<file path="src/rtl/tbl_pkg.sv">
package tbl_pkg;
  typedef enum logic {
    ST_PASS  = 1'b0,
    ST_BLOCK = 1'b1
  } lim_state_e;
endpackage

</file>
<file path="src/rtl/tbl_period_meter.sv">
module tbl_period_meter #(
  parameter int PER_W     = 10,
  parameter int BIN_SHIFT = 4,
  parameter int N_STEPS   = 4,
  parameter int STEP_W    = 8,
  parameter logic [N_STEPS-1:0][STEP_W-1:0] STEPS_SHORT = {8'd8, 8'd4, 8'd2, 8'd1},
  parameter logic [N_STEPS-1:0][STEP_W-1:0] STEPS_LONG  = {8'd2, 8'd1, 8'd1, 8'd1}
) (
  input  logic              clk_i,
  input  logic              rst_ni,
  input  logic              rise_i,
  input  logic              long_i,
  output logic [STEP_W-1:0] step_o
);
  localparam int IDX_W = (N_STEPS > 1) ? $clog2(N_STEPS) : 1;
  localparam logic [PER_W-1:0] CNT_MAX = '1;

  logic [PER_W-1:0] cnt_q;
  logic [PER_W-1:0] bin;
  logic [IDX_W-1:0] idx;

  // counts cycles since the last rising strobe; out of reset it reads as "long ago"
  always_ff @(posedge clk_i or negedge rst_ni) begin
    if (!rst_ni)               cnt_q <= CNT_MAX;
    else if (rise_i)           cnt_q <= '0;
    else if (cnt_q != CNT_MAX) cnt_q <= cnt_q + 1'b1;
  end

  always_comb begin
    bin = cnt_q >> BIN_SHIFT;
    if (bin > PER_W'(N_STEPS - 1)) idx = IDX_W'(N_STEPS - 1);
    else                           idx = bin[IDX_W-1:0];
    step_o = long_i ? STEPS_LONG[idx] : STEPS_SHORT[idx];
  end
endmodule

</file>
<file path="src/rtl/tbl_heat_accum.sv">
module tbl_heat_accum #(
  parameter int HEAT_W   = 16,
  parameter int STEP_W   = 8,
  parameter int HEAT_INC = 16
) (
  input  logic              clk_i,
  input  logic              rst_ni,
  input  logic              inc_i,
  input  logic [STEP_W-1:0] step_i,
  output logic [HEAT_W-1:0] heat_o
);
  localparam int SUM_W = HEAT_W + 1;

  logic [HEAT_W-1:0] heat_q, heat_d;
  logic [SUM_W-1:0]  sum, diff;

  always_comb begin
    sum  = {1'b0, heat_q} + (inc_i ? SUM_W'(HEAT_INC) : '0);
    diff = sum - SUM_W'(step_i);
    if (sum <= SUM_W'(step_i)) heat_d = '0;
    else if (diff[HEAT_W])     heat_d = '1;
    else                       heat_d = diff[HEAT_W-1:0];
  end

  always_ff @(posedge clk_i or negedge rst_ni) begin
    if (!rst_ni) heat_q <= '0;
    else         heat_q <= heat_d;
  end

  assign heat_o = heat_q;

  assert_heat_growth_R6: assert property (@(posedge clk_i) disable iff (!rst_ni)
    1'b1 |=> ({1'b0, heat_q} <= {1'b0, $past(heat_q)} + SUM_W'(HEAT_INC)));
  assert_no_idle_heat_R6: assert property (@(posedge clk_i) disable iff (!rst_ni)
    !inc_i |=> (heat_q <= $past(heat_q)));
endmodule

</file>
<file path="src/rtl/tbl_gate_fsm.sv">
module tbl_gate_fsm
  import tbl_pkg::*;
#(
  parameter int HEAT_W = 16,
  parameter int THR_HI = 2000,
  parameter int THR_LO = 1000
) (
  input  logic              clk_i,
  input  logic              rst_ni,
  input  logic              rise_i,
  input  logic              fall_i,
  input  logic [HEAT_W-1:0] heat_i,
  output logic              open_o,
  output logic              block_o,
  output logic              drop_o
);
  lim_state_e state_q, state_d;
  logic       pass_q;

  always_comb begin
    state_d = state_q;
    unique case (state_q)
      ST_PASS:  if (heat_i >= HEAT_W'(THR_HI)) state_d = ST_BLOCK;
      ST_BLOCK: if (heat_i <  HEAT_W'(THR_LO)) state_d = ST_PASS;
      default:  state_d = ST_PASS;
    endcase
  end

  always_ff @(posedge clk_i or negedge rst_ni) begin
    if (!rst_ni) begin
      state_q <= ST_PASS;
      pass_q  <= 1'b0;
    end else begin
      state_q <= state_d;
      // admission is decided once per pulse, at its rising strobe
      if (state_q == ST_BLOCK) pass_q <= 1'b0;
      else if (rise_i)         pass_q <= 1'b1;
      else if (fall_i)         pass_q <= 1'b0;
    end
  end

  assign block_o = (state_q == ST_BLOCK);
  assign open_o  = !block_o && (rise_i || pass_q);
  assign drop_o  = block_o && rise_i;

  assert_enter_hi_R7: assert property (@(posedge clk_i) disable iff (!rst_ni)
    $rose(block_o) |-> ($past(heat_i) >= HEAT_W'(THR_HI)));
  assert_exit_lo_R7: assert property (@(posedge clk_i) disable iff (!rst_ni)
    $fell(block_o) |-> ($past(heat_i) < HEAT_W'(THR_LO)));
endmodule

</file>
<file path="src/rtl/thermal_burst_limiter.sv">
module thermal_burst_limiter #(
  parameter int HEAT_W    = 16,
  parameter int HEAT_INC  = 16,
  parameter int THR_HI    = 2000,
  parameter int THR_LO    = 1000,
  parameter int PER_W     = 10,
  parameter int BIN_SHIFT = 4,
  parameter int N_STEPS   = 4,
  parameter int STEP_W    = 8,
  parameter logic [N_STEPS-1:0][STEP_W-1:0] STEPS_SHORT = {8'd8, 8'd4, 8'd2, 8'd1},
  parameter logic [N_STEPS-1:0][STEP_W-1:0] STEPS_LONG  = {8'd2, 8'd1, 8'd1, 8'd1}
) (
  input  logic clk_i,
  input  logic rst_ni,
  input  logic long_mode_i,
  input  logic pulse_i,
  input  logic rise_p_i,
  input  logic fall_p_i,
  output logic pulse_o,
  output logic limiting_o,
  output logic drop_err_o
);
  logic [STEP_W-1:0] step;
  logic [HEAT_W-1:0] heat;
  logic              gate_open;

  tbl_period_meter #(
    .PER_W(PER_W), .BIN_SHIFT(BIN_SHIFT), .N_STEPS(N_STEPS), .STEP_W(STEP_W),
    .STEPS_SHORT(STEPS_SHORT), .STEPS_LONG(STEPS_LONG)
  ) u_meter (
    .clk_i(clk_i), .rst_ni(rst_ni), .rise_i(rise_p_i), .long_i(long_mode_i), .step_o(step)
  );

  tbl_heat_accum #(.HEAT_W(HEAT_W), .STEP_W(STEP_W), .HEAT_INC(HEAT_INC)) u_accum (
    .clk_i(clk_i), .rst_ni(rst_ni), .inc_i(pulse_o), .step_i(step), .heat_o(heat)
  );

  tbl_gate_fsm #(.HEAT_W(HEAT_W), .THR_HI(THR_HI), .THR_LO(THR_LO)) u_fsm (
    .clk_i(clk_i), .rst_ni(rst_ni), .rise_i(rise_p_i), .fall_i(fall_p_i), .heat_i(heat),
    .open_o(gate_open), .block_o(limiting_o), .drop_o(drop_err_o)
  );

  // output mux: copy or force low
  assign pulse_o = gate_open ? pulse_i : 1'b0;

  assert_block_silent_R3: assert property (@(posedge clk_i) disable iff (!rst_ni)
    limiting_o |-> !pulse_o);
  assert_drop_only_limiting_R4: assert property (@(posedge clk_i) disable iff (!rst_ni)
    drop_err_o |-> (limiting_o && rise_p_i && !pulse_o));
  assert_drop_single_R4: assert property (@(posedge clk_i) disable iff (!rst_ni)
    drop_err_o |=> !drop_err_o);
endmodule

</file>
<file path="config.mk">
export PLATFORM = sky130hd
export DESIGN_NAME = thermal_burst_limiter
export DESIGN_NICKNAME = d
export VERILOG_FILES = /design/src/rtl/tbl_pkg.sv /design/src/rtl/tbl_period_meter.sv /design/src/rtl/tbl_heat_accum.sv /design/src/rtl/tbl_gate_fsm.sv /design/src/rtl/thermal_burst_limiter.sv
export SDC_FILE = /design/constraint.sdc
export NUM_CORES = 1
export LEC_CHECK = 0
export BUFFER_PORTS_ARGS = -buffer_cell sky130_fd_sc_hd__clkbuf_2
export CAP_MARGIN = 40
export CORE_MARGIN = 4
export CORE_UTILIZATION = 45
export DETAILED_ROUTE_END_ITERATION = 16
export GPL_ROUTABILITY_DRIVEN = 1
export PLACE_DENSITY_LB_ADDON = 0.08
export SLEW_MARGIN = 20
export SYNTH_ARGS = -nofsm -noshare
export SYNTH_HDL_FRONTEND = slang
export SYNTH_SLANG_ARGS = --single-unit
</file>
<file path="constraint.sdc">
create_clock -name clk_i -period 3.2 [get_ports clk_i]
set_input_delay 0.32 -clock clk_i [delete_from_list [all_inputs] [get_ports clk_i]]
set_output_delay 0.32 -clock clk_i [all_outputs]
set_load 0.01 [all_outputs]
</file>
==> results_dict.tcl, run 1 <==
set metrics [dict create \
    insertedDiodeCount 0 \
    antenna_found_initial 0 \
    grt_usage_pct 17.7 \
    syn-instance-count 230 \
    grt_pass1_wl_mm 7.74 \
    io_pins 9 \
    most-common-layout-cells "23 x nor2_1, 20 x a21oi_1, 18 x dfrtp_1, 17 x xnor2_1" \
    combinationalPowerShare_pct 47.2 \
    synth_edf_count 0 \
    async_flop_share_pct 100 \
    dpl-instance-area_sq_mm 0.00217 \
    reg2reg_to "u_accum.heat_o[9]" \
    via_per_inst 5.80 \
    die_w_um 75.4 \
    numCtsBuffers 3 \
    p_total_mw 1.71 \
    fmax_mhz 326 \
    synth_seq_cells 28 \
    cp-end-kind "flip-flop" \
    clock-root-buffer "clkbuf_8" \
    ff2ff_path_depth 11 \
    synth.top_cell.area_share_pct 22.0 \
    dp_hpwl_mm 3.37 \
    p_sw_mw 0.730 \
    grt_max_degree 29 \
    final_nets 263 \
    rrSetupSlack_ns 0.13 \
    status "finished, final reports clean" \
    cp-endpoint "u_accum.heat_o[9]" \
    cts_tree "built" \
    p_leak_nw 0.932 \
    p_int_mw 0.983 \
    die_h_um 75.4 \
    routabilityCongestion 0.819 \
    grt_pass1_vias 1623 \
    via_count 1740 \
    min_path_type "in2async" \
    port_buffers 8 \
    drt_iter0_drc 103 \
    areaGrowthSynthToFinish_pct 12.4 \
    path_clk_slew_ns 0.10 \
    yosysSeqAreaShare_pct 34.9 \
    synth_area_leader_cell "dfrtp_1" \
    first_pass_iters 4 \
    relSlewSlack_pct 52.3 \
    min_period_over_period_pct 95.9 \
    seqCellArea_sq_um 713 \
    synth_cell_types 53 \
    fin_area_sq_mm 0.00230 \
    swShare_pct 42.6 \
    placedCellCount 293 \
    yosys-top-cells-area "dfrtp_1 22%, dfstp_2 13%, xnor2_1 7.3%, a21oi_1 4.9%, ha_1 4.3%" \
    clock-sinks 28 \
    peakVddDrop_v 0.000251 \
    crit_fanout 5 \
    avgSynthCellArea_sq_um 8.89 \
    final_max_slew_viol_count 0 \
    drt-total-wl_mm 4.70 \
    clkLatencyLatePin_ns 0.28 \
    instances_no_fill 300 \
    netlist_area_sq_mm 0.00204 \
    timing.max_cap.violations 0 \
    fillers 403 \
    drc_errors 0 \
    synth_flop_cell "dfrtp_1" \
    ant_nets 0 \
    cp.required_ns 3.36 \
    row_count 24 \
    clk_path_buf_depth 2 \
    fp.coreArea_sq_mm 0.00438 \
    tightest_slew_ns 0.715 \
    clock_skew_ns 0.00256 \
    yosys_warnings 0 \
    start_util_pct 46.6 \
    cp-startpoint "u_meter.cnt_q[9]" \
    overflow 0 \
    layout_commonest_cell "nor2_1" \
    crit_type "reg2reg" \
    drive_above_1_share_pct 21.0 \
    cp-start-kind "flip-flop" \
    setup_violations 0 \
    r2r_start "u_meter.cnt_q[9]" \
    worst_ep_arrival_time_ns 3.23 \
    routedWlPerCell_um 15.7 \
    dieArea_sq_mm 0.00569 \
    clkPwrFrac_pct 14.7 \
    syn_nets 244 \
    htree_levels 1 \
    seq_power_share_pct 38.0 \
    hold_violations 0 \
    min_period_ns 3.07 \
    worst_hold_slack_ns 0.0757 \
    p_per_area_mw_per_mm2 746 \
    multiInputGateArea_sq_mm 0.00127 \
]
-- flip-flops by register name (all words and copies together), names as in the netlist --
name            flops
u_fsm.pass_q        1
u_fsm.block_o       1
u_meter.cnt_q      10
u_accum.heat_o     16
-- per-stage QoR --
stage	worst slack (ns)	setup TNS (ns)	utilization, %
after floorplan	0.230	0	-
after global placement	0.0921	0	49.5
after detailed placement	0.0130	0	49.5
after CTS	0.000628	0	51.0
after global routing	-0.0627	-0.406	52.4
final	0.131	0	52.4
-- critical path, cell delays in order, from the launching register on --
cell	delay [ns]
dfstp_2	0.40
or4_4	0.55
nand2b_4	0.16
a32oi_2	0.20
ha_1	0.28
nor2b_1	0.15
o21ai_1	0.15
a21o_1	0.18
and3_4	0.20
nand4_1	0.29
a21oi_4	0.33
a21oi_1	0.07
-- per-layer routing --
layer | wire length (um) | global-route usage (%)
met5 | 0 | 0
met4 | 54 | 4.66
met3 | 151 | 1.98
met2 | 2040 | 25.6
met1 | 2450 | 27.7
-- worst min-delay path by stage --
stage | slack (ns) | start | end
finish | 0.08 | rst_ni | u_fsm.pass_q
global route | 0.13 | rst_ni | u_fsm.pass_q
CTS | 0.10 | rst_ni | u_fsm.pass_q
detailed placement | 0.41 | rst_ni | u_accum.heat_o[0]
global placement | 0.42 | rst_ni | u_fsm.pass_q
floorplan | 0.02 | rst_ni | u_accum.heat_o[0]
-- cells by family after synthesis --
| family | Yosys count | synth area share [%] |
|---|---|---|
| flip-flops | 28 | 34.9 |
| XOR/XNOR | 24 | 11.2 |
| AO/OA/AOI/OAI | 60 | 18.5 |
| AND/OR/NAND/NOR | 89 | 24.4 |
| adder cells (fa/ha/maj) | 8 | 5.26 |
| multiplexers | 1 | 0.490 |
| buffers and inverters | 20 | 5.20 |
-- cell type report --
class,count,share of cell area [%]
Sequential cell,28,31.0
Multi-Input combinational cell,183,55.3
Clock buffer,4,2.89
Tap cell,52,2.83
Inverter,12,1.96
Timing Repair Buffer,21,5.99
-- synth_stat cells, types with 2 or more instances --
cell type and number:
dfrtp_1 18, nand2_1 14, nand4_1 5, o22ai_1 2, o32ai_1 2, nand3_1 12
o21a_1 2, o21ai_0 12, or4_1 2, a31oi_1 5, a211oi_1 3, nor2b_1 2
buf_6 3, and2_1 3, nor2_1 23, o31ai_1 2, clkbuf_1 2, nand2b_1 2
o21bai_1 2, inv_1 12, nor3_1 6, and4_1 3, ha_1 7, a21oi_1 20
and3_1 5, dfstp_2 10, or3_1 3, xor2_1 6, buf_4 2, xnor2_1 17
-- power by group through the flow --
stage          Clock, mW  Sequential (mW)  Combinational (mW)
3_3_place_gp           0            0.653               0.782
2_1_floorplan          0            0.547               0.719
6_report           0.252            0.651               0.809
4_1_cts            0.262            0.648               0.787
5_1_grt            0.280            0.674               0.902
3_5_place_dp           0            0.654               0.781
-- what timing repair did --
action	4_1_cts	5_1_grt
hold buffers	0	0
pin swaps	1	4
gates resized for setup	0	8
gates cloned	0	1
buffers inserted	0	2
endpoints found under the setup margin	10	16
Note: power is estimated with default switching activity, not from simulation.
==> run 2: changes to the inputs <==
--- a/config.mk
+++ b/config.mk
@@ -5,14 +5,18 @@
 export SDC_FILE = /design/constraint.sdc
 export NUM_CORES = 1
 export LEC_CHECK = 0
+export ABC_AREA = 1
 export BUFFER_PORTS_ARGS = -buffer_cell sky130_fd_sc_hd__clkbuf_2
 export CAP_MARGIN = 40
+export CELL_PAD_IN_SITES_DETAIL_PLACEMENT = 1
+export CELL_PAD_IN_SITES_GLOBAL_PLACEMENT = 1
 export CORE_MARGIN = 4
-export CORE_UTILIZATION = 45
+export CORE_UTILIZATION = 41
 export DETAILED_ROUTE_END_ITERATION = 16
 export GPL_ROUTABILITY_DRIVEN = 1
 export PLACE_DENSITY_LB_ADDON = 0.08
 export SLEW_MARGIN = 20
 export SYNTH_ARGS = -nofsm -noshare
 export SYNTH_HDL_FRONTEND = slang
+export SYNTH_HIERARCHICAL = 1
 export SYNTH_SLANG_ARGS = --single-unit
==> run 2 against run 1 <==
  * Utilization shrank 6.5 points
  * Count of clock-buffer cells in the layout is the same
  * Wire length grew 50%
  * Via count grew 39%
  * Sequential share of layout area shrank 6.6 points
  * Highest routed layer unchanged
  * Worst setup slack gained 0.085 ns
  * Non-clock buffer count shrank 7
  * Register-to-register slack gained 0.08 ns
  * Area after synthesis grew 31%
==> results_dict.tcl, run 2 <==
set metrics [dict create \
    drt-total-wl_mm 7.04 \
    overflow 0 \
    cp-end-kind "flip-flop" \
    grt_usage_pct 19.4 \
    dieArea_sq_mm 0.00791 \
    syn-instance-count 396 \
    via_count 2420 \
    swShare_pct 48.7 \
    htree_levels 1 \
    fin_util_pct 45.9 \
    setup_violations 0 \
    wl_met3_um 83 \
    row_count 29 \
    crit_fanout 14 \
    fp.coreArea_sq_mm 0.00635 \
    worst_hold_slack_ns 0.0879 \
    min_period_ns 2.98 \
    port_buffers 8 \
    clock-sinks 28 \
    final_nets 428 \
    p_int_mw 1.06 \
    multiInputGateArea_sq_mm 0.00165 \
    yosys_warnings 6 \
    path_clk_slew_ns 0.11 \
    layout_commonest_cell "nand2_1" \
    p_sw_mw 1.00 \
    clkLatencyLatePin_ns 0.28 \
    synth_cell_types 36 \
    path_buf_inv 5 \
    netlist_area_sq_mm 0.00269 \
    relSlewSlack_pct 48.6 \
    clk_path_buf_depth 2 \
    crit_chain "inv_1 -> o21ai_1 -> inv_1 -> nand2_1 -> inv_1 -> ha_1 -> ha_2 -> xor2_1 -> ha_1 -> nand2_1 -> inv_1 -> a21oi_1 -> nand3_2 -> nor2_4 -> nand3_4 -> nand2_8 -> nand3_1 -> nand2_1 -> inv_1" \
    routabilityCongestion 0.773 \
    drt_iter0_drc 96 \
    seqCellArea_sq_um 713 \
    synth_xor_area_share_pct 3.26 \
    crit_type "reg2reg" \
    p_per_area_mw_per_mm2 707 \
    antenna_found_initial 0 \
    areaGrowthSynthToFinish_pct 8.57 \
    numCtsBuffers 3 \
    synthMuxAreaShare_pct 0 \
    synth.top_cell.area_share_pct 16.9 \
    status "finished, final reports clean" \
    grt_max_degree 29 \
    die_h_um 88.9 \
    dr.max_layer_used "met4" \
    synth_flop_cell "dfrtp_1" \
    crit_path_frequent_cell "inv_1" \
    p_total_mw 2.06 \
    synth_top_family_by_area "simple AND/OR/NAND/NOR gates" \
    grt_pass1_wl_mm 12.0 \
    synth.most_common_cell "nand2_1" \
    synth_edf_count 0 \
    ant_nets 0 \
    grt_pass1_vias 2455 \
    routedWlPerCell_um 14.5 \
    synthSimpleGateAreaFrac_pct 45.9 \
    timing.max_cap.violations 0 \
    fmax_mhz 335 \
    combinationalPowerShare_pct 60.0 \
    synth_area_leader_cell "nand2_1" \
    cts_tree "built" \
    synth_seq_cells 28 \
    yosysSeqAreaShare_pct 26.6 \
    placedCellCount 480 \
    path_delay_family "simple AND/OR/NAND/NOR gates" \
    synth_compound_area_share_pct 4.75 \
    synth_common_cells "121 x nand2_1, 72 x inv_1, 29 x nand3_1" \
    min_path_type "in2async" \
    p_leak_nw 1.60 \
    clkPwrFrac_pct 12.7 \
    wl_met1_mm 3.60 \
    tightest_slew_ns 0.771 \
    via_per_inst 4.99 \
    insertedDiodeCount 0 \
    peakVddDrop_v 0.000379 \
    most-common-layout-cells "121 x nand2_1, 72 x inv_1, 28 x nand3_1, 27 x nor2_1, 18 x dfrtp_1" \
    worst_ep_arrival_time_ns 3.18 \
    dpl-instance-area_sq_mm 0.00281 \
    instances_no_fill 485 \
    first_pass_iters 4 \
    drc_errors 0 \
    die_w_um 88.9 \
    seq_power_share_pct 27.4 \
    min_period_over_period_pct 93.3 \
    cp.required_ns 3.39 \
    dp_hpwl_mm 5.63 \
    holdBufCountCts 0 \
    largest_reg_flops 16 \
    start_util_pct 42.3 \
    drive_above_1_share_pct 19.9 \
    clock-root-buffer "clkbuf_8" \
    wl_met2_mm 3.32 \
    fillers 825 \
    async_flop_share_pct 100 \
    max_stage_delay_ns 0.43 \
    fin_area_sq_mm 0.00292 \
    clock_skew_ns 0.00611 \
    io_pins 9 \
    critPathSlowestCell "dfrtp_1" \
    synthAdderAreaFrac_pct 6.34 \
    avgSynthCellArea_sq_um 6.78 \
    final_max_slew_viol_count 0 \
    hold_violations 0 \
    cp-start-kind "flip-flop" \
    yosys-top-cells-area "nand2_1 17%, dfrtp_1 17%, inv_1 10%, dfstp_2 9.8%, ha_1 5.6%" \
]
## run 2: cell count changes in the layout (fill, tap and decap cells not counted), moves of 9 or more
| cell | delta |
|---|---|
| a21oi_1 | -10 |
| buf_4 | -9 |
| inv_1 | +60 |
| nand2_1 | +108 |
| nand2_2 | +10 |
| nand3_1 | +16 |
| nand3_2 | +13 |
| xnor2_1 | -13 |
## run 2: worst register-to-register path, cell delays in order, from the launching register on
cell and delay [ns]:
dfrtp_1 0.43, inv_1 0.10, o21ai_1 0.08, inv_1 0.06
nand2_1 0.05, inv_1 0.10, ha_1 0.16, ha_2 0.22
xor2_1 0.18, ha_1 0.31, nand2_1 0.12, inv_1 0.05
a21oi_1 0.22, nand3_2 0.16, nor2_4 0.18, nand3_4 0.12
nand2_8 0.15, nand3_1 0.09, nand2_1 0.08, inv_1 0.04
## run 2: repair_timing
| action | 4_1_cts | 5_1_grt |
|---|---|---|
| setup buffers | 0 | 1 |
| setup endpoints to repair | 0 | 14 |
| resized for setup | 0 | 4 |
## run 2: metal layers
metal  track usage [%]  up-vias
li1                  -     1239
met1              27.7     1162
met2              32.3       15
met3              1.66        4
met4              3.71        0
met5                 0        -
## run 2: cells by family after synthesis
| kind of cell | after synthesis |
|---|---|
| xor gates and xnor gates | 10 |
| AOI/OAI and AO/OA | 24 |
| DFF | 28 |
| adders and majority gates | 13 |
| other | 1 |
| and+or+nand+nor | 237 |
| buffers and inverters | 83 |
## run 2: per-stage QoR
| stage | TNS (ns) | setup WS (ns) |
|---|---|---|
| after global placement | 0 | 0.196 |
| after CTS | 0 | 0.115 |
| after detailed placement | 0 | 0.0957 |
| final | 0 | 0.216 |
| after global routing | -0.0161 | -0.00938 |
| after floorplan | 0 | 0.432 |
## run 2: final timing paths
| path | slack (ns) | start | cells past startpoint | endpoint |
|---|---|---|---|---|
| hold / removal | 0.09 | rst_ni | 1 | u_accum/heat_o[14] |
| setup reg to reg | 0.22 | u_fsm/block_o | 19 | u_accum/heat_o[1] |
| max in group asynchronous | 2.62 | rst_ni | 1 | u_accum/heat_o[8] |
| setup / recovery | 0.22 | u_fsm/block_o | 19 | u_accum/heat_o[1] |
| hold reg to reg | 0.51 | u_meter/cnt_q[1] | 2 | u_meter/cnt_q[1] |
| min in group clk_i | 0.22 | fall_p_i | 2 | u_fsm/pass_q |
## run 2: power groups by stage
stage,Sequential [mW],Combinational (mW),Clock (mW)
final,0.564,1.24,0.261
after global routing,0.583,1.43,0.284
after CTS,0.565,1.24,0.270
after detailed placement,0.571,1.22,0
after global placement,0.571,1.19,0
after floorplan,0.533,0.963,0
## run 2: area by class of cell
type | count | share of cell area [%]
timing repair buffer | 14 | 3.78
sequential | 28 | 24.5
multi-input combinational | 288 | 56.7
inverter | 74 | 9.53
clock buffer | 4 | 2.27
tap | 77 | 3.30
==> run 3: changes to the inputs <==
--- a/config.mk
+++ b/config.mk
@@ -15,6 +15,7 @@
 export DETAILED_ROUTE_END_ITERATION = 16
 export GPL_ROUTABILITY_DRIVEN = 1
 export PLACE_DENSITY_LB_ADDON = 0.08
+export REMOVE_ABC_BUFFERS = 1
 export SLEW_MARGIN = 20
 export SYNTH_ARGS = -nofsm -noshare
 export SYNTH_HDL_FRONTEND = slang
==> run 3 against run 2 <==
  * Clock power up 7.7%
  * Total power grew 4.0%
  * Cell area up 0.34%
  * Global-route usage down 1.1 points
  * Sequential share of layout area shrank 0.084 points
==> results_dict.tcl, run 3 (same netlist as run 2, synthesis figures left out) <==
set metrics [dict create \
    status "finished, final reports clean" \
    die_h_um 88.9 \
    areaGrowthSynthToFinish_pct 8.95 \
    hold_violations 0 \
    setup_violations 0 \
    final_nets 427 \
    max_stage_delay_ns 0.40 \
    holdBufCountCts 0 \
    grt_max_degree 29 \
    clock-root-buffer "clkbuf_8" \
    clock-sinks 28 \
    fp.coreArea_sq_mm 0.00635 \
    insertedDiodeCount 0 \
    relSlewSlack_pct 52.7 \
    layout_commonest_cell "nand2_1" \
    most-common-layout-cells "121 x nand2_1, 72 x inv_1, 28 x nand3_1, 27 x nor2_1, 18 x dfrtp_1" \
    io_pins 9 \
    clock_skew_ns 0.00596 \
    cp.required_ns 3.37 \
    crit_path_frequent_cell "inv_1" \
    via_per_inst 4.95 \
    timing.max_cap.violations 0 \
    dp_hpwl_mm 5.52 \
    routedWlPerCell_um 14.2 \
    drt-total-wl_mm 6.85 \
    crit_type "reg2reg" \
    via_count 2397 \
    p_total_mw 2.14 \
    cp-end-kind "flip-flop" \
    dpl-instance-area_sq_mm 0.00278 \
    numCtsBuffers 3 \
    crit_chain "inv_1 -> o21ai_1 -> inv_1 -> nand2_1 -> inv_1 -> ha_1 -> ha_1 -> xor2_2 -> ha_4 -> nand2_1 -> inv_1 -> a21oi_1 -> nand3_2 -> nor2_4 -> nand3_4 -> nand2_8 -> nand3_2 -> nand2_1 -> inv_1" \
    min_path_type "in2async" \
    crit_fanout 14 \
    cp-start-kind "flip-flop" \
    drive_above_1_share_pct 19.9 \
    routabilityCongestion 0.791 \
    fillers 854 \
    die_w_um 88.9 \
    min_period_over_period_pct 90.5 \
    setup_tns_ns 0 \
    peakVddDrop_v 0.000313 \
    rsz0062_at_grt "false" \
    fmax_mhz 345 \
    first_pass_iters 4 \
    ant_nets 0 \
    cts_tree "built" \
    start_util_pct 42.3 \
    final_max_slew_viol_count 0 \
    port_buffers 8 \
    grt_usage_pct 18.3 \
    drt_iter0_drc 53 \
    antenna_found_initial 0 \
    grt_pass1_wl_mm 11.3 \
    fin_area_sq_mm 0.00293 \
    p_leak_nw 1.60 \
    path_clk_slew_ns 0.10 \
    largest_reg_flops 16 \
    row_count 29 \
    min_period_ns 2.90 \
    htree_levels 1 \
    dieArea_sq_mm 0.00791 \
    grt_pass1_vias 2452 \
    clk_path_buf_depth 2 \
    p_per_area_mw_per_mm2 733 \
    tightest_slew_ns 0.710 \
    critPathSlowestCell "dfrtp_1" \
    clkLatencyLatePin_ns 0.28 \
    drc_errors 0 \
    worst_ep_arrival_time_ns 3.07 \
    overflow 0 \
]
[run 3: changes by cell type in the layout (fill, tap and decap cells not counted)]
cell	delta
clkbuf_16	-1
nand3_2	-1
ha_2	-1
xor2_1	-1
buf_12	-1
nand3_4	+1
bufinv_16	+1
ha_4	+1
xor2_2	+1
[run 3: worst paths after layout]
path	startpoint	end	slack (ns)	cells past startpoint
min	rst_ni	u_accum/heat_o[3]	0.07	1
max	u_fsm/block_o	u_accum/heat_o[7]	0.30	19
min reg2reg	u_meter/cnt_q[1]	u_meter/cnt_q[1]	0.50	2
max in group asynchronous	rst_ni	u_accum/heat_o[11]	2.67	1
min in group clk_i	fall_p_i	u_fsm/pass_q	0.22	2
max reg2reg	u_fsm/block_o	u_accum/heat_o[7]	0.30	19
[run 3: metrics by stage]
| step | std cells | hold slack (ns) | util (%) | setup slack (ns) |
|---|---|---|---|---|
| floorplan | 390 | 0.0244 | - | 0.483 |
| global placement | 478 | 0.401 | 43.8 | 0.165 |
| detailed placement | 478 | 0.414 | 43.8 | 0.0421 |
| CTS | 482 | 0.0999 | 44.9 | 0.0507 |
| global route | 484 | 0.115 | 46.1 | 0.0542 |
| finish | 484 | 0.0742 | 46.1 | 0.302 |
[run 3: final cells by class]
| type | instances | area (sq um) | share of cell area [%] |
|---|---|---|---|
| multi-input combinational | 288 | 1680 | 57.3 |
| tap | 77 | 96.3 | 3.29 |
| clock inverter | 1 | 30.0 | 1.03 |
| sequential | 28 | 713 | 24.4 |
| inverter | 74 | 278 | 9.50 |
| timing repair buffer | 13 | 90.1 | 3.08 |
| clock buffer | 3 | 41.3 | 1.41 |
[run 3: power by group]
part           internal, mW  switching, mW  leakage [nW]
sequential            0.453          0.111         0.302
clock                 0.167          0.113        0.0357
combinational         0.491          0.808          1.26
[run 3: repair_timing]
item                       in CTS  in global routing
setup buffers                   0                  2
setup endpoints to repair       0                 15
resized for setup               0                  6
[run 3: critical path: cells and delay by family, from the launching register on]
kind,cells,cell delay [ns]
flip-flops,1,0.40
buffers and inverters,5,0.31
AO/OA/AOI/OAI,2,0.29
AND/OR/NAND/NOR,8,0.87
adder cells (fa/ha/maj),3,0.70
XOR/XNOR,1,0.24
[run 3: routing by layer]
layer | vias up | GRT usage, % | wire length, um
li1 | 1234 | - | -
met3 | 2 | 2.21 | 45
met1 | 1157 | 20.7 | 2870
met4 | 0 | 2.47 | 30
met5 | - | 0 | 0
met2 | 4 | 37.0 | 3910
